### config.mk
export PLATFORM = sky130hd
export DESIGN_NAME = rs_search
export DESIGN_NICKNAME = d
export VERILOG_FILES = /design/src/rtl/rs_pkg.sv /design/src/rtl/rs_divider.sv /design/src/rtl/rs_best.sv /design/src/rtl/rs_search.sv
export SDC_FILE = /design/constraint.sdc
export NUM_CORES = 1
export LEC_CHECK = 0
export BUFFER_PORTS_ARGS = -buffer_cell sky130_fd_sc_hd__buf_2
export CORE_ASPECT_RATIO = 0.5
export CORE_UTILIZATION = 30
export CTS_CLUSTER_DIAMETER = 120
export DETAILED_ROUTE_END_ITERATION = 6
export HOLD_SLACK_MARGIN = 0.08
export SLEW_MARGIN = 20
export SYNTH_ARGS = -nofsm -noshare
export SYNTH_HDL_FRONTEND = slang
export SYNTH_SLANG_ARGS = --single-unit
### constraint.sdc
create_clock -name clk_i -period 9.6 [get_ports clk_i]
set_input_delay 0.96 -clock clk_i [delete_from_list [all_inputs] [get_ports clk_i]]
set_output_delay 0.96 -clock clk_i [all_outputs]
set_load 0.1 [all_outputs]
### src/rtl/rs_pkg.sv
package rs_pkg;
  typedef enum logic [1:0] {DM_PLAIN, DM_ONE, DM_POW2, DM_TABLE} div_mode_e;

  // codes scanned per parent
  function automatic int code_count(div_mode_e m, int dw);
    int mask;
    mask = (1 << dw) - 1;
    case (m)
      DM_ONE:   return mask;
      DM_POW2:  return 1 << mask;
      DM_TABLE: return 2 * (1 << (dw - 1));
      default:  return mask + 1;
    endcase
  endfunction

  // divisor for a code, 0 means unusable
  function automatic int decode_div(div_mode_e m, int dw, int code);
    case (m)
      DM_ONE:   return code;
      DM_POW2:  return (code < 31) ? (1 << code) : 0;
      DM_TABLE: return (code < (1 << (dw - 1))) ? 2 * (code + 1) : 0;
      default:  return code + 1;
    endcase
  endfunction
endpackage

### src/rtl/rs_divider.sv
module rs_divider #(
  parameter int W = 16,
  localparam int CNT_W = $clog2(W + 1)
) (
  input  logic         clk_i,
  input  logic         rst_ni,
  input  logic         start_i,
  input  logic [W-1:0] num_i,
  input  logic [W-1:0] den_i,
  output logic         done_o,
  output logic [W-1:0] quo_o,
  output logic [W-1:0] rem_o
);
  logic [W-1:0]     quo_q, rem_q, den_q;
  logic [CNT_W-1:0] cnt_q;
  logic             busy_q, done_q;
  logic [W:0]       trial;

  assign trial = {rem_q, quo_q[W-1]};

  always_ff @(posedge clk_i or negedge rst_ni) begin
    if (!rst_ni) begin
      quo_q  <= '0;
      rem_q  <= '0;
      den_q  <= '0;
      cnt_q  <= '0;
      busy_q <= 1'b0;
      done_q <= 1'b0;
    end else if (start_i) begin
      quo_q  <= num_i;
      rem_q  <= '0;
      den_q  <= den_i;
      cnt_q  <= CNT_W'(W);
      busy_q <= 1'b1;
      done_q <= 1'b0;
    end else if (busy_q) begin
      if (trial >= {1'b0, den_q}) begin
        rem_q <= W'(trial - {1'b0, den_q});
        quo_q <= {quo_q[W-2:0], 1'b1};
      end else begin
        rem_q <= trial[W-1:0];
        quo_q <= {quo_q[W-2:0], 1'b0};
      end
      cnt_q <= cnt_q - CNT_W'(1);
      if (cnt_q == CNT_W'(1)) begin
        busy_q <= 1'b0;
        done_q <= 1'b1;
      end
    end else begin
      done_q <= 1'b0;
    end
  end

  assign done_o = done_q;
  assign quo_o  = quo_q;
  assign rem_o  = rem_q;


  rem_bound_chk: assert property (@(posedge clk_i) disable iff (!rst_ni)
    done_q |-> (rem_q < den_q));
endmodule

### src/rtl/rs_best.sv
module rs_best #(
  parameter int RATE_W = 16,
  parameter int PIDX_W = 2
) (
  input  logic              clk_i,
  input  logic              rst_ni,
  input  logic              clr_i,
  input  logic              vld_i,
  input  logic [RATE_W-1:0] rate_i,
  input  logic [PIDX_W-1:0] par_i,
  input  logic [RATE_W-1:0] prate_i,
  input  logic [RATE_W-1:0] req_i,
  output logic              have_o,
  output logic              exact_o,
  output logic [RATE_W-1:0] rate_o,
  output logic [PIDX_W-1:0] par_o,
  output logic [RATE_W-1:0] prate_o
);
  logic              have_q;
  logic [RATE_W-1:0] gap_q, rate_q, prate_q, gap;
  logic [PIDX_W-1:0] par_q;
  logic              take;

  assign gap  = (rate_i >= req_i) ? (rate_i - req_i) : (req_i - rate_i);
  // strict compare keeps the earlier candidate on a tie
  assign take = vld_i && (!have_q || (gap < gap_q));

  always_ff @(posedge clk_i or negedge rst_ni) begin
    if (!rst_ni) begin
      have_q  <= 1'b0;
      gap_q   <= '0;
      rate_q  <= '0;
      prate_q <= '0;
      par_q   <= '0;
    end else if (clr_i) begin
      have_q  <= 1'b0;
      gap_q   <= '0;
    end else if (take) begin
      have_q  <= 1'b1;
      gap_q   <= gap;
      rate_q  <= rate_i;
      prate_q <= prate_i;
      par_q   <= par_i;
    end
  end

  assign have_o  = have_q;
  assign exact_o = have_q && (gap_q == '0);
  assign rate_o  = rate_q;
  assign prate_o = prate_q;
  assign par_o   = par_q;


  gap_mono_chk: assert property (@(posedge clk_i) disable iff (!rst_ni)
    (have_q && !clr_i) |=> (gap_q <= $past(gap_q)));
endmodule

### src/rtl/rs_search.sv
module rs_search import rs_pkg::*; #(
  parameter int        NUM_PARENTS = 4,
  parameter int        NUM_PRESETS = 4,
  parameter int        RATE_W      = 16,
  parameter int        DIV_W       = 3,
  parameter div_mode_e DIV_MODE    = DM_PLAIN,
  localparam int       PIDX_W      = (NUM_PARENTS > 1) ? $clog2(NUM_PARENTS) : 1
) (
  input  logic                          clk_i,
  input  logic                          rst_ni,
  input  logic                          start_i,
  input  logic                          preset_en_i,
  input  logic [RATE_W-1:0]             req_rate_i,
  input  logic [NUM_PARENTS*RATE_W-1:0] parent_rates_i,
  input  logic [NUM_PRESETS*PIDX_W-1:0] preset_par_i,
  input  logic [NUM_PRESETS*RATE_W-1:0] preset_rate_i,
  output logic                          done_o,
  output logic                          err_o,
  output logic [PIDX_W-1:0]             par_idx_o,
  output logic [RATE_W-1:0]             par_rate_o,
  output logic [RATE_W-1:0]             rate_o
);
  localparam int MAX_IDX = (NUM_PARENTS > NUM_PRESETS) ? NUM_PARENTS : NUM_PRESETS;
  localparam int IDX_W   = $clog2(MAX_IDX + 1);
  localparam int CODES   = code_count(DIV_MODE, DIV_W);
  localparam int CODE_W  = (1 << DIV_W) + 1;

  typedef enum logic [2:0] {S_IDLE, S_NEXT, S_DIV, S_CHK, S_FIN} st_e;

  st_e               st_q;
  logic              preset_q, done_q, err_q;
  logic [RATE_W-1:0] req_q, tgt_q, cand_prate_q;
  logic [PIDX_W-1:0] cand_par_q, par_q;
  logic [RATE_W-1:0] prate_q, rate_q;
  logic [IDX_W-1:0]  idx_q;
  logic [CODE_W-1:0] code_q;

  logic [RATE_W-1:0] prate_a [NUM_PARENTS];
  logic [PIDX_W-1:0] ppar_a  [NUM_PRESETS];
  logic [RATE_W-1:0] ptgt_a  [NUM_PRESETS];

  for (genvar k = 0; k < NUM_PARENTS; k++) begin : g_par
    assign prate_a[k] = parent_rates_i[k*RATE_W +: RATE_W];
  end
  for (genvar e = 0; e < NUM_PRESETS; e++) begin : g_pre
    assign ppar_a[e] = preset_par_i[e*PIDX_W +: PIDX_W];
    assign ptgt_a[e] = preset_rate_i[e*RATE_W +: RATE_W];
  end

  logic [RATE_W-1:0] scan_prate, ent_tgt, ent_prate;
  logic [PIDX_W-1:0] ent_par;
  logic              scan_end, pre_end, over, par_ok, last_code;
  int                div_int;

  always_comb begin
    scan_prate = '0;
    ent_par    = '0;
    ent_tgt    = '0;
    ent_prate  = '0;
    for (int k = 0; k < NUM_PARENTS; k++)
      if (idx_q == IDX_W'(k)) scan_prate = prate_a[k];
    for (int e = 0; e < NUM_PRESETS; e++)
      if (idx_q == IDX_W'(e)) begin
        ent_par = ppar_a[e];
        ent_tgt = ptgt_a[e];
      end
    for (int k = 0; k < NUM_PARENTS; k++)
      if (ent_par == PIDX_W'(k)) ent_prate = prate_a[k];
  end

  assign scan_end  = (idx_q == IDX_W'(NUM_PARENTS));
  assign pre_end   = (idx_q == IDX_W'(NUM_PRESETS));
  assign div_int   = decode_div(DIV_MODE, DIV_W, int'(code_q));
  // quotient is zero once the shift passes the rate width
  assign over      = (DIV_MODE == DM_POW2) && (int'(code_q) >= RATE_W);
  assign par_ok    = int'(ent_par) < NUM_PARENTS;
  assign last_code = (int'(code_q) == CODES - 1);

  logic              div_start, div_done;
  logic [RATE_W-1:0] div_num, div_den, div_quo, div_rem;

  assign div_start = (st_q == S_NEXT) &&
                     (preset_q ? (!pre_end && (ent_tgt != '0) && par_ok)
                               : (!scan_end && !over && (div_int != 0)));
  assign div_num   = preset_q ? ent_prate : scan_prate;
  assign div_den   = preset_q ? ent_tgt : RATE_W'(div_int);

  rs_divider #(.W(RATE_W)) i_div (
    .clk_i   (clk_i),
    .rst_ni  (rst_ni),
    .start_i (div_start),
    .num_i   (div_num),
    .den_i   (div_den),
    .done_o  (div_done),
    .quo_o   (div_quo),
    .rem_o   (div_rem)
  );

  logic              off_vld, best_have, best_exact;
  logic [RATE_W-1:0] off_rate, off_prate, best_rate, best_prate;
  logic [PIDX_W-1:0] off_par, best_par;
  logic              over_off;

  assign over_off  = (st_q == S_NEXT) && !preset_q && !scan_end && over;
  assign off_vld   = over_off ||
                     ((st_q == S_DIV) && div_done && (!preset_q || (div_rem == '0)));
  assign off_rate  = over_off ? '0 : (preset_q ? tgt_q : div_quo);
  assign off_par   = over_off ? idx_q[PIDX_W-1:0] : cand_par_q;
  assign off_prate = over_off ? scan_prate : cand_prate_q;

  rs_best #(.RATE_W(RATE_W), .PIDX_W(PIDX_W)) i_best (
    .clk_i   (clk_i),
    .rst_ni  (rst_ni),
    .clr_i   ((st_q == S_IDLE) && start_i),
    .vld_i   (off_vld),
    .rate_i  (off_rate),
    .par_i   (off_par),
    .prate_i (off_prate),
    .req_i   (req_q),
    .have_o  (best_have),
    .exact_o (best_exact),
    .rate_o  (best_rate),
    .par_o   (best_par),
    .prate_o (best_prate)
  );

  always_ff @(posedge clk_i or negedge rst_ni) begin
    if (!rst_ni) begin
      st_q         <= S_IDLE;
      preset_q     <= 1'b0;
      req_q        <= '0;
      tgt_q        <= '0;
      cand_prate_q <= '0;
      cand_par_q   <= '0;
      idx_q        <= '0;
      code_q       <= '0;
      done_q       <= 1'b0;
      err_q        <= 1'b0;
      par_q        <= '0;
      prate_q      <= '0;
      rate_q       <= '0;
    end else begin
      done_q <= 1'b0;
      err_q  <= 1'b0;
      case (st_q)
        S_IDLE: if (start_i) begin
          preset_q <= preset_en_i;
          req_q    <= req_rate_i;
          idx_q    <= '0;
          code_q   <= '0;
          st_q     <= S_NEXT;
        end
        S_NEXT: if (preset_q) begin
          if (pre_end) st_q <= S_FIN;
          else if (div_start) begin
            tgt_q        <= ent_tgt;
            cand_par_q   <= ent_par;
            cand_prate_q <= ent_prate;
            st_q         <= S_DIV;
          end else idx_q <= idx_q + IDX_W'(1);
        end else begin
          if (scan_end) st_q <= S_FIN;
          else if (over) st_q <= S_CHK;
          else if (div_start) begin
            cand_par_q   <= idx_q[PIDX_W-1:0];
            cand_prate_q <= scan_prate;
            st_q         <= S_DIV;
          end else if (last_code) begin
            code_q <= '0;
            idx_q  <= idx_q + IDX_W'(1);
          end else code_q <= code_q + CODE_W'(1);
        end
        S_DIV: if (div_done) st_q <= S_CHK;
        S_CHK: begin
          if (best_exact) st_q <= S_FIN;
          else begin
            st_q <= S_NEXT;
            if (preset_q || last_code) begin
              code_q <= '0;
              idx_q  <= idx_q + IDX_W'(1);
            end else code_q <= code_q + CODE_W'(1);
          end
        end
        S_FIN: begin
          done_q  <= 1'b1;
          err_q   <= !best_have;
          par_q   <= best_have ? best_par : '0;
          prate_q <= best_have ? best_prate : '0;
          rate_q  <= best_have ? best_rate : '0;
          st_q    <= S_IDLE;
        end
        default: st_q <= S_IDLE;
      endcase
    end
  end

  assign done_o     = done_q;
  assign err_o      = err_q;
  assign par_idx_o  = par_q;
  assign par_rate_o = prate_q;
  assign rate_o     = rate_q;


  done_pulse_chk: assert property (@(posedge clk_i) disable iff (!rst_ni)
    done_q |=> !done_q);


  div_nonzero_chk: assert property (@(posedge clk_i) disable iff (!rst_ni)
    div_start |-> (div_den != '0));


  scan_rate_chk: assert property (@(posedge clk_i) disable iff (!rst_ni)
    (done_q && !err_q && !preset_q) |-> (rate_q <= prate_q));


  preset_rate_chk: assert property (@(posedge clk_i) disable iff (!rst_ni)
    (done_q && !err_q && preset_q) |-> ((rate_q != '0) && ((prate_q % rate_q) == '0)));
endmodule

# Word level (Yosys, flattened, before mapping)
# Index checks and enable logic that the tools add are counted.
# word_totals
n_memories,0
register_bits,208
in_bits,156
latchBits,0
output_inout_bits,36
ram_bits,0
rom_bits,0
# classes
addsub,7
div_mod_pow,0
reduce_logical,31
n_shift,0
muxes,78
n_lt_le_gt_ge,3
bitwise,2
n_mul,0
n_eq_ne,23
# op_table
op,count
two-way mux 16 bit,30
two-way mux 9 bit,7
subtractor 16 bit,3
two-way mux 3 bit,14
logical NOT 16 bit,2
nonzero test 32 bit,1
case mux 9 bit (3 select lines),1
two-way mux 2 bit,10
greater-or-equal comparator 17 x 16 -> 1 bit,1
greater-or-equal comparator 16 bit,1
less-than comparator 16 bit,1
nonzero test 16 bit,1
"== test 3 x 2 -> 1 bit, second input constant",4
two-way mux 1 bit,12
"inequality test 2 bit, second input constant",6
case mux 3 bit (4 select lines),1
"adder 9 x 1 -> 10 bit, second input constant",1
two-way mux 5 bit,2
"adder 9 x 1 -> 9 bit, second input constant",1
"== test 9 x 4 -> 1 bit, second input constant",1
"inequality test 3 bit, second input constant",3
case mux 3 bit (3 select lines),1
logical AND 1 bit,8
AND reduction 7 bit,1
19 further kinds,31

# Longest topological paths before layout
# Gate-level depths: netlist of the first run.
# logic_depth
ltp_word,13
depth_mapped,26
depth_no_buf,21

# Cells and area by module
# From an unflattened synthesis of the first run, not the netlist that was laid out.
# hier_totals
hier_cells,1567
hier_area_um2,14231.1
# modules_own_cells
module,instances,cells_each,area_per_inst_um2
rs_search,1,806,6944.2
rs_best,1,414,3995.1
rs_divider,1,347,3291.9

# Worst setup path after synthesis of the first run
# No wires, ideal clock.
# synth_timing
path_type,reg-to-reg
startpoint,register preset_q
endpoint,register i_best.gap_q[11]
stages_incl_launch_ff,26
required_ps,9482
period_less_slack_ps,5087
arrival_time_ps,4968
slack_ps,4513
cell_sequence,dfrtp_1 -> clkbuf_1 -> buf_1 -> mux2i_1 -> inv_1 -> ha_1 -> buf_2 -> a21oi_1 -> inv_1 -> o41ai_2 -> o21ai_1 -> o31a_1 -> buf_2 -> buf_6 -> mux2i_1 -> xnor2_1 -> ha_1 -> o21ai_0 -> nor2_1 -> nor3_1 -> o21bai_1 -> a21oi_1 -> o2111a_1 -> clkbuf_1 -> nor3_1 -> a21o_1
# synth_between
elab_chain_len,7
word_cells_on_any_way,14
cone_classes,2 x add/sub; 2 x order compare; 4 x mux; 6 x reduce/logical
# synth_lines
item,line_no,rtl
from (decl),rs_search.sv:31,"logic preset_q, done_q, err_q;"
from (signal assigned),rs_search.sv:147,preset_q <= preset_en_i;
two-way mux 16 bit (*),rs_search.sv:107,assign off_rate = over_off ? '0 : (preset_q ? tgt_q : div_quo);
net i_best.rate_i[9],rs_best.sv:9,"input logic [RATE_W-1:0] rate_i,"
subtractor 16 bit / greater-or-equal comparator 16 bit (equally long branches),rs_best.sv:24,assign gap = (rate_i >= req_i) ? (rate_i - req_i) : (req_i - rate_i);
two-way mux 16 bit (*),rs_best.sv:24,
less-than comparator 16 bit,rs_best.sv:26,assign take = vld_i && (!have_q || (gap < gap_q));
logical OR 1 bit,rs_best.sv:26,
logical AND 1 bit,rs_best.sv:26,
nonzero test 2 bit (no source line),--,
to (signal assigned),rs_best.sv:40,gap_q <= gap;
to (decl),rs_best.sv:20,"logic [RATE_W-1:0] gap_q, rate_q, prate_q, gap;"
# The timed path passes the listed nets; every way through them passes the cells marked *. The select of a mux whose other input is x is not followed.
# A chain may end at the register's enable or synchronous reset.

# Worst setup path in the final report of the first run
# layout_timing
startpoint,register preset_q
endpoint,register i_best.gap_q[3]
# Same word-level chain as after synthesis.

==> flow_summary.json, run 1 <==
{
  "outcome": "complete, no violations",
  "synth_top_area_cell": "dfrtp_1",
  "fp.dieH_um": 150,
  "avgViaCountPerCell": 5.13,
  "synth_fp_nets": 1796,
  "tightest_slew_ps": 1090,
  "final_area_mm2": 0.0154,
  "r2r-end": "i_best.gap_q[3]",
  "syn_area_mm2": 0.0132,
  "nFillCells": 4491,
  "finalMaxSlewViolations": 0,
  "criticalPathCategory": "flip-flop to flip-flop",
  "async_flop_share": 1.00,
  "numPortBuffers": 191,
  "finalSetupTns_ps": 0,
  "start_util": 0.309,
  "syn-instance-count": 1567,
  "fin_worst_skew_ps": 30.1,
  "worstSetupStartpointType": "flip-flop",
  "seqCellArea_mm2": 0.00521,
  "worstSetupEndpointType": "flip-flop",
  "grt_usage": 0.179,
  "finish.utilization": 0.361,
  "drtPass1Iterations": 5,
  "ant_nets": 0,
  "nNetsFinal": 1928,
  "grt_pass1_wl_um": 63800,
  "multi_input_area_mm2": 0.00723,
  "cp_num_buf_inv": 2,
  "power.leakage_nw": 7.14,
  "coreArea_mm2": 0.0427,
  "r2r_cells": 20,
  "crit_path_max_incr_delay_ps": 830,
  "setup_viol": 0,
  "relSlewSlack": 0.272,
  "grt_max_degree": 83,
  "cap_violations": 0,
  "cp.arrival_ps": 6670,
  "setup_slack_ps": 3350,
  "cellPowerDensity_mw_per_mm2": 431,
  "cts_resized": 0,
  "preCtsSetupSlack_ps": 3370,
  "cts_setup_buffers": 0,
  "rsz0062_at_grt": "false",
  "routedWlPerCell_um": 17.9,
  "ys.flop_type": "dfrtp_1",
  "cp_top_family": "compound AO/OA/AOI/OAI gates",
  "cp.required_ps": 10020,
  "clock_latency_ps": 540,
  "overflow": 0,
  "clock-sinks": 208,
  "cts_tree": "done",
  "die_width_um": 299,
  "grt_pass1_vias": 11196,
  "diodes": 0,
  "whs_ps": 403,
  "yosys.area.top_type_share": 0.394,
  "finalCriticalPeriod_ps": 6250,
  "ioPinCount": 192,
  "num_vias": 11758,
  "synth_seq_area_share": 0.394,
  "antenna_found_initial": 0,
  "drc": 0,
  "rr_startpoint": "preset_q",
  "ys_ff_latch": 208,
  "h-tree-depth": 1,
  "hpwl_um": 31000,
  "drt-initial-drc-count": 894,
  "final_hold_viol_count": 0,
  "synthDistinctLibCells": 68,
  "path_clk_slew_ps": 60,
  "drive_gt1_frac": 0.165,
  "dpl_cell_area_mm2": 0.0146,
  "yosysWarnings": 0,
  "syn_area_per_cell_um2": 8.43,
  "critPathMaxFanout": 39,
  "ys_top_cells_by_area": "dfrtp_1 (39%), nand2_1 (8.6%), ha_1 (6.6%)",
  "hold_path_class": "input pin to async pin",
  "die_area_mm2": 0.0449,
  "crit_chain": "mux2i_1 > inv_1 > ha_1 > nand4_1 > a21oi_1 > o41ai_2 > o21ai_1 > o31a_1 > mux2i_1 > xor2_1 > ha_1 > a211oi_1 > nor2_1 > nor3_1 > o21bai_1 > a21oi_1 > o2111a_1 > buf_4 > nor3_1 > a21o_1",
  "synth-edff-count": 0,
  "final_cell_mix": "nand2_1 (301), dfrtp_1 (206), buf_2 (190), o21ai_0 (169), inv_1 (87)",
  "cts.path.max_buffers": 3,
  "final_common_cell": "nand2_1",
  "cts_root_buf": "clkbuf_16",
  "min_period_over_period": 0.651,
  "num_rows": 53,
  "peakVddDrop_v": 0.000177,
  "routed_wl_um": 41200,
  "cp_slowest_cell": "o31a_1",
  "syn2layout_area_growth_pct": 16.8,
  "cts_buffers": 23,
  "timing.fmax_mhz": 160,
  "rrSetupSlack_ps": 3350,
  "gp_congestion": 0.921,
  "cts_hold_buf": 0
}
-- final cells by class --
cell class / instances / area share
Inverter: 87 / 0.0212
Multi-Input combinational cell: 1166 / 0.469
Sequential cell: 208 / 0.337
Tap cell: 577 / 0.0468
Timing Repair Buffer: 213 / 0.0733
Clock buffer: 31 / 0.0418
Clock inverter: 11 / 0.0108
-- state kept, by name, indices dropped and copies added, names as in the netlist, 2 cells and up --
name            cells
i_best.rate_o      16
par_idx_o           2
cand_par_q          2
cand_prate_q       16
i_div.quo_o        16
i_div.den_q        16
i_div.rem_o        16
st_q                3
req_q              16
i_best.gap_q       16
i_best.prate_o     16
i_best.par_o        2
rate_o             16
i_div.cnt_q         5
code_q              9
idx_q               3
tgt_q              16
par_rate_o         16
-- how the worst max path moves through the flow --
stage	from	endpoint	slack, ps	depth (start not counted)
6_report	preset_q	i_best.gap_q[3]	3350	20
3_5_place_dp	preset_q	i_best.gap_q[4]	3370	20
4_1_cts	preset_q	i_best.gap_q[4]	3340	20
2_1_floorplan	preset_q	i_best.gap_q[11]	4510	25
3_3_place_gp	preset_q	i_best.gap_q[9]	3500	20
5_1_grt	preset_q	i_best.gap_q[8]	2750	20
-- metrics by stage --
stage | total power [W] | cells
floorplan | 0.00463 | 1567
global placement | 0.00567 | 2251
detailed placement | 0.00568 | 2251
CTS | 0.00666 | 2293
global route | 0.00728 | 2293
finish | 0.00666 | 2293
-- Yosys cell counts, types with 4 or more instances --
cell        n
o21ai_0   169
or3_1       5
a221oi_1   20
buf_4       9
o22ai_1     5
a32oi_1    25
o31ai_1    25
buf_1       8
buf_2      22
mux2_2     10
buf_6       4
ha_1       70
clkbuf_1   63
nand4_1    12
o211ai_1   14
a21oi_1    82
and3_1      4
xnor2_1    20
a31oi_1    17
nand3_1    15
a22oi_1     5
o21bai_1    7
nor3_1     31
xor2_1     12
nand2b_1   23
a211oi_1   26
inv_1      87
dfrtp_1   208
mux2i_1    51
nor4_1      8
o21ai_1     5
nand2_1   302
nand3b_1    9
a21o_1     30
nor2b_1    25
nor2_1     80
o211a_1     5
o41ai_1     4
-- routing by layer --
metal / up-vias / share of wire / GRT usage
met4: 0 / 0.029 / 0.0518
met3: 56 / 0.051 / 0.0278
met5: - / 0 / 0
met2: 293 / 0.45 / 0.280
met1: 5630 / 0.47 / 0.256
li1: 5779 / - / -
-- cell families (layout without fill, tap and decap cells) --
family          Yosys count  after routing  synth area share
mux                      61             61            0.0472
compound gates          463            463             0.223
fa+ha+maj                73             73            0.0708
xor+xnor                 32             32            0.0212
buf+inv                 193            342            0.0618
simple gates            537            537             0.182
flops                   208            208             0.394
-- power breakdown --
group,leakage [nW],switching (W),internal [W]
Sequential,2.70,0.000275,0.00119
Clock,0.390,0.000376,0.000581
Combinational,4.04,0.00258,0.00165
Power figures use the tool's default switching activity.
==> run 2: changes to the inputs <==
==> constraint.sdc (replaced) <==
create_clock -name clk_i -period 5.65 [get_ports clk_i]
set_input_delay 0.565 -clock clk_i [delete_from_list [all_inputs] [get_ports clk_i]]
set_output_delay 0.565 -clock clk_i [all_outputs]
set_load 0.1 [all_outputs]
==> run 2 against run 1 <==
Against the previous run:
- clock skew is 6.9 ps lower
- sequential power is 69% higher
- count of clock-buffer cells in the layout is 1 higher
- combinational power is 76% higher
- sequential share of layout area is 0.30 points lower
- critical path type unchanged
==> flow_summary.json, run 2 (synthesis results as in run 1) <==
{
  "peakVddDrop_v": 0.000324,
  "whs_ps": 232,
  "nFillCells": 4493,
  "multi_input_area_mm2": 0.00724,
  "syn2layout_area_growth_pct": 17.9,
  "antenna_found_initial": 0,
  "start_util": 0.309,
  "final_cell_mix": "nand2_1 (301), dfrtp_1 (206), buf_2 (190), o21ai_0 (169), inv_1 (87)",
  "tightest_slew_ps": 850,
  "drive_gt1_frac": 0.172,
  "setup_slack_ps": 269,
  "preCtsSetupSlack_ps": 192,
  "path_clk_slew_ps": 70,
  "grt_max_degree": 134,
  "setup_viol": 0,
  "routed_wl_um": 41500,
  "final_common_cell": "nand2_1",
  "seqCellArea_mm2": 0.00521,
  "grt_pass1_wl_um": 63500,
  "drt-initial-drc-count": 868,
  "cp.arrival_ps": 5800,
  "critPathMaxFanout": 41,
  "diodes": 0,
  "ant_nets": 0,
  "cp.required_ps": 6070,
  "drtPass1Iterations": 5,
  "finalCriticalPeriod_ps": 5380,
  "relSlewSlack": 0.432,
  "cts_buffers": 23,
  "worstSetupEndpointType": "flip-flop",
  "cellPowerDensity_mw_per_mm2": 739,
  "outcome": "complete, no violations",
  "die_area_mm2": 0.0449,
  "min_period_over_period": 0.952,
  "cts_tree": "done",
  "avgViaCountPerCell": 5.14,
  "clock_latency_ps": 540,
  "fin_worst_skew_ps": 23.2,
  "grt_usage": 0.179,
  "cap_violations": 0,
  "worstSetupStartpointType": "flip-flop",
  "cts_root_buf": "clkbuf_16",
  "finalMaxSlewViolations": 0,
  "finalSetupTns_ps": 0,
  "total_power_w": 0.0115,
  "cts_setup_buffers": 0,
  "criticalPathCategory": "flip-flop to flip-flop",
  "num_vias": 11861,
  "timing.fmax_mhz": 186,
  "fp.dieH_um": 150,
  "clock-sinks": 208,
  "routedWlPerCell_um": 18.0,
  "grt_pass1_vias": 11175,
  "h-tree-depth": 1,
  "gp_congestion": 0.900,
  "cts.path.max_buffers": 3,
  "drc": 0,
  "final_hold_viol_count": 0,
  "rsz0062_at_grt": "false",
  "hold_path_class": "input pin to flip-flop",
  "nNetsFinal": 1945,
  "finish.utilization": 0.365,
  "overflow": 0,
  "numPortBuffers": 191,
  "die_width_um": 299,
  "num_rows": 53,
  "ioPinCount": 192,
  "coreArea_mm2": 0.0427,
  "power.leakage_nw": 7.23,
  "hpwl_um": 31500
}
## run 2: power breakdown
group / leakage [nW] / internal, W / switching, W
registers: 2.70 / 0.00202 / 0.000450
clock network: 0.372 / 0.000928 / 0.000624
logic: 4.15 / 0.00297 / 0.00452
total: 7.23 / 0.00592 / 0.00559
## run 2: worst paths after layout
kind	slack (ps)	cells past startpoint	endpoint	start
max	270	21	i_best.gap_q[14]	preset_q
min	230	3	req_q[10]	req_rate_i[10]
max reg2reg	270	21	i_best.gap_q[14]	preset_q
min reg2reg	470	2	rate_o[10]	rate_o[10]
max in group asynchronous	3870	3	i_best.prate_o[14]	rst_ni
min in group asynchronous	610	2	i_div.rem_o[4]	rst_ni
## run 2: per-layer routing
metal | up-vias | routed length (um) | part of all wire | GRT usage
li1 | 5805 | - | - | -
met1 | 5710 | 19300 | 0.47 | 0.255
met2 | 283 | 19100 | 0.46 | 0.282
met3 | 63 | 1870 | 0.045 | 0.0251
met4 | 0 | 1140 | 0.027 | 0.0515
met5 | - | 0 | 0 | 0
## run 2: area by class of cell
class	count	share of cell area
clock buffer	32	0.0410
clock inverter	8	0.00803
inverter	87	0.0210
multi-input combinational	1166	0.465
sequential	208	0.334
tap	577	0.0463
timing repair buffer	230	0.0842
## run 2: per-stage QoR
step	instance area (um^2)	cells
CTS	15600	2308
global route	15600	2308
detailed placement	14800	2267
floorplan	13200	1567
finish	15600	2308
global placement	14800	2267
## run 2: timing repair
item                                    CTS  global route
endpoints found under the setup margin    0            15
hold endpoints to repair                 75             0
hold buffers                              1             0
gates resized for setup                   0             2
## run 2: critical path: stages (launching register included)
cell and delay, ps:
dfrtp_4 580, mux2i_1 360, inv_1 80, ha_1 420, nand4_1 240, a21oi_1 270
o41ai_2 130, o21ai_1 260, o31a_1 470, buf_4 290, mux2i_1 230, xnor2_1 200
ha_1 310, a21o_1 180, a31oi_1 130, o21ai_0 100, nand3_1 90, a21o_1 170
o2111a_1 270, buf_12 230, nor3_1 70, a21o_1 180
==> run 3: changes to the inputs <==
--- a/config.mk
+++ b/config.mk
@@ -5,9 +5,11 @@
 export SDC_FILE = /design/constraint.sdc
 export NUM_CORES = 1
 export LEC_CHECK = 0
+export ABC_AREA = 1
 export BUFFER_PORTS_ARGS = -buffer_cell sky130_fd_sc_hd__buf_2
 export CORE_ASPECT_RATIO = 0.5
 export CORE_UTILIZATION = 30
+export CTS_BUF_LIST = sky130_fd_sc_hd__clkbuf_16
 export CTS_CLUSTER_DIAMETER = 120
 export DETAILED_ROUTE_END_ITERATION = 6
 export HOLD_SLACK_MARGIN = 0.08
==> run 3 against run 2 <==
Against the previous run:
- setup slack improved by 440 ps
- critical path depth is 9 higher
- largest cell class unchanged
- global-route usage grew 0.11 points
- count of clock-buffer cells in the layout is 9 lower
- final area increased by 5.8%
- die area rose by 7.2%
==> flow_summary.json, run 3 <==
{
  "crit_path_max_incr_delay_ps": 440,
  "die_area_mm2": 0.0482,
  "r2r-end": "i_best.rate_o[7]",
  "cts_tree": "done",
  "rrSetupSlack_ps": 710,
  "hold_path_class": "input pin to flip-flop",
  "ys.flop_type": "dfrtp_1",
  "critPathMaxFanout": 29,
  "cts_root_buf": "clkbuf_16",
  "fp.dieH_um": 156,
  "met3_usage": 0.0220,
  "finalSetupTns_ps": 0,
  "final_cell_mix": "nand2_1 (680), o21ai_0 (214), dfrtp_1 (208), inv_1 (207), nand3_1 (201)",
  "drive_gt1_frac": 0.146,
  "cp_slowest_cell": "ha_1",
  "worstSetupEndpointType": "flip-flop",
  "worstSetupEndpoint": "i_best.rate_o[7]",
  "hpwl_um": 32800,
  "coreArea_mm2": 0.0459,
  "worstSetupStartpointType": "flip-flop",
  "syn2layout_area_growth_pct": 16.4,
  "criticalPathCategory": "flip-flop to flip-flop",
  "finalCriticalPeriod_ps": 4940,
  "clock-sinks": 208,
  "drc": 0,
  "cts.path.max_buffers": 3,
  "grt_max_degree": 141,
  "yosys.area.top_type_share": 0.367,
  "synth_seq_area_share": 0.367,
  "fin_worst_skew_ps": 11.3,
  "numPortBuffers": 191,
  "ant_nets": 0,
  "stdcell_count": 2842,
  "drtPass1Iterations": 7,
  "synthDistinctLibCells": 44,
  "final_hold_viol_count": 0,
  "cts_setup_buffers": 0,
  "crit_path_frequent_cell": "nand2_1",
  "nFillCells": 4931,
  "synth_commonest_cells": "nand2_1 (682), o21ai_0 (214), dfrtp_1 (208), inv_1 (207), nand3_1 (201)",
  "rsz0062_at_grt": "false",
  "grt_busiest_layer": "met2",
  "antenna_found_initial": 2,
  "final_common_cell": "nand2_1",
  "yosysMostFrequentCell": "nand2_1",
  "synth-edff-count": 0,
  "num_vias": 13823,
  "syn-instance-count": 2047,
  "ys_ff_latch": 208,
  "path_clk_slew_ps": 60,
  "setup_viol": 0,
  "num_rows": 55,
  "ys_top_cells_by_area": "dfrtp_1 (37%), nand2_1 (18%), o21ai_0 (7.6%)",
  "syn_area_mm2": 0.0142,
  "grt_usage": 0.180,
  "relSlewSlack": 0.290,
  "cap_violations": 0,
  "timing.fmax_mhz": 203,
  "met2_usage": 0.313,
  "cts_buffers": 23,
  "min_period_over_period": 0.874,
  "synth_top_area_cell": "dfrtp_1",
  "h-tree-depth": 1,
  "nNetsFinal": 2428,
  "grt_util_met1": 0.235,
  "async_flop_share": 1.00,
  "whs_ps": 255,
  "synth_fp_nets": 2276,
  "yosysWarnings": 0,
  "cp.required_ps": 6030,
  "outcome": "complete, no violations",
  "overflow": 0,
  "routed_wl_um": 43000,
  "numPlacedInstances": 2800,
  "clock_latency_ps": 520,
  "cp.arrival_ps": 5310,
  "finalMaxSlewViolations": 0,
  "startpoint": "preset_q",
  "ioPinCount": 192,
  "finish.utilization": 0.359,
  "grt_pass1_vias": 13191,
  "die_width_um": 309,
  "grt_pass1_wl_um": 69700,
  "r2r_cells": 30,
  "syn_area_per_cell_um2": 6.92,
  "start_util": 0.309,
  "drt-initial-drc-count": 925,
  "rr_startpoint": "preset_q",
  "tightest_slew_ps": 1060,
  "gp_congestion": 0.906,
  "routedWlPerCell_um": 15.1,
  "avgViaCountPerCell": 4.86
}
## run 3: metal layers
metal / wire length [um] / vias up
met5: 0 / -
met4: 1080 / 0
met3: 1740 / 71
met2: 21000 / 304
met1: 19200 / 6556
li1: - / 6892
## run 3: through the flow
stage               cell area (um^2)  worst slack, ps
floorplan                      14200             1000
global placement               15700              804
detailed placement             15700              731
CTS                            16500              700
global route                   16500              121
finish                         16500              714
## run 3: critical path, delay by kind of cell, from the launching register on
family                   cells  cell delay, ps
buffers and inverters        7            1040
flip-flops                   1             380
adder cells (fa/ha/maj)      2             720
AO/OA/AOI/OAI                7            1100
AND/OR/NAND/NOR             14            1490
## run 3: area by class of cell
type	instances	area (um^2)	share of cell area
sequential	208	5200	0.316
timing repair buffer	223	1250	0.0756
clock inverter	16	171	0.0104
tap	627	785	0.0476
antenna	2	5.00	0.000304
inverter	219	822	0.0499
clock buffer	23	576	0.0349
multi-input combinational	1524	7670	0.466
## run 3: worst min path at each step
stage,end,depth (start not counted),slack (ps),start
global route,req_q[15],3,260,req_rate_i[15]
CTS,req_q[15],3,240,req_rate_i[15]
detailed placement,tgt_q[1],2,460,tgt_q[1]
floorplan,cand_par_q[0],0,270,rst_ni
finish,req_q[15],3,250,req_rate_i[15]
global placement,tgt_q[1],2,450,tgt_q[1]
## run 3: cell families (layout without fill, tap and decap cells)
group / count (synthesis) / in the layout / share of synthesized area
simple gates: 1085 / 1085 / 0.327
compound gates: 326 / 326 / 0.123
buf+inv: 315 / 481 / 0.0912
flops: 208 / 208 / 0.367
fa+ha+maj: 73 / 73 / 0.0661
xor+xnor: 40 / 40 / 0.0247
other cells: 0 / 2 / 0
## run 3: what timing repair did
item                       CTS  global route
resized for setup            0             0
hold endpoints to repair    68             0
hold buffers                 1             0
setup endpoints to repair    0             0
Power of run 3 is left out: the tool's default activity adds up to more than one toggle a clock period on the data nets, which glitch-free logic cannot reach.
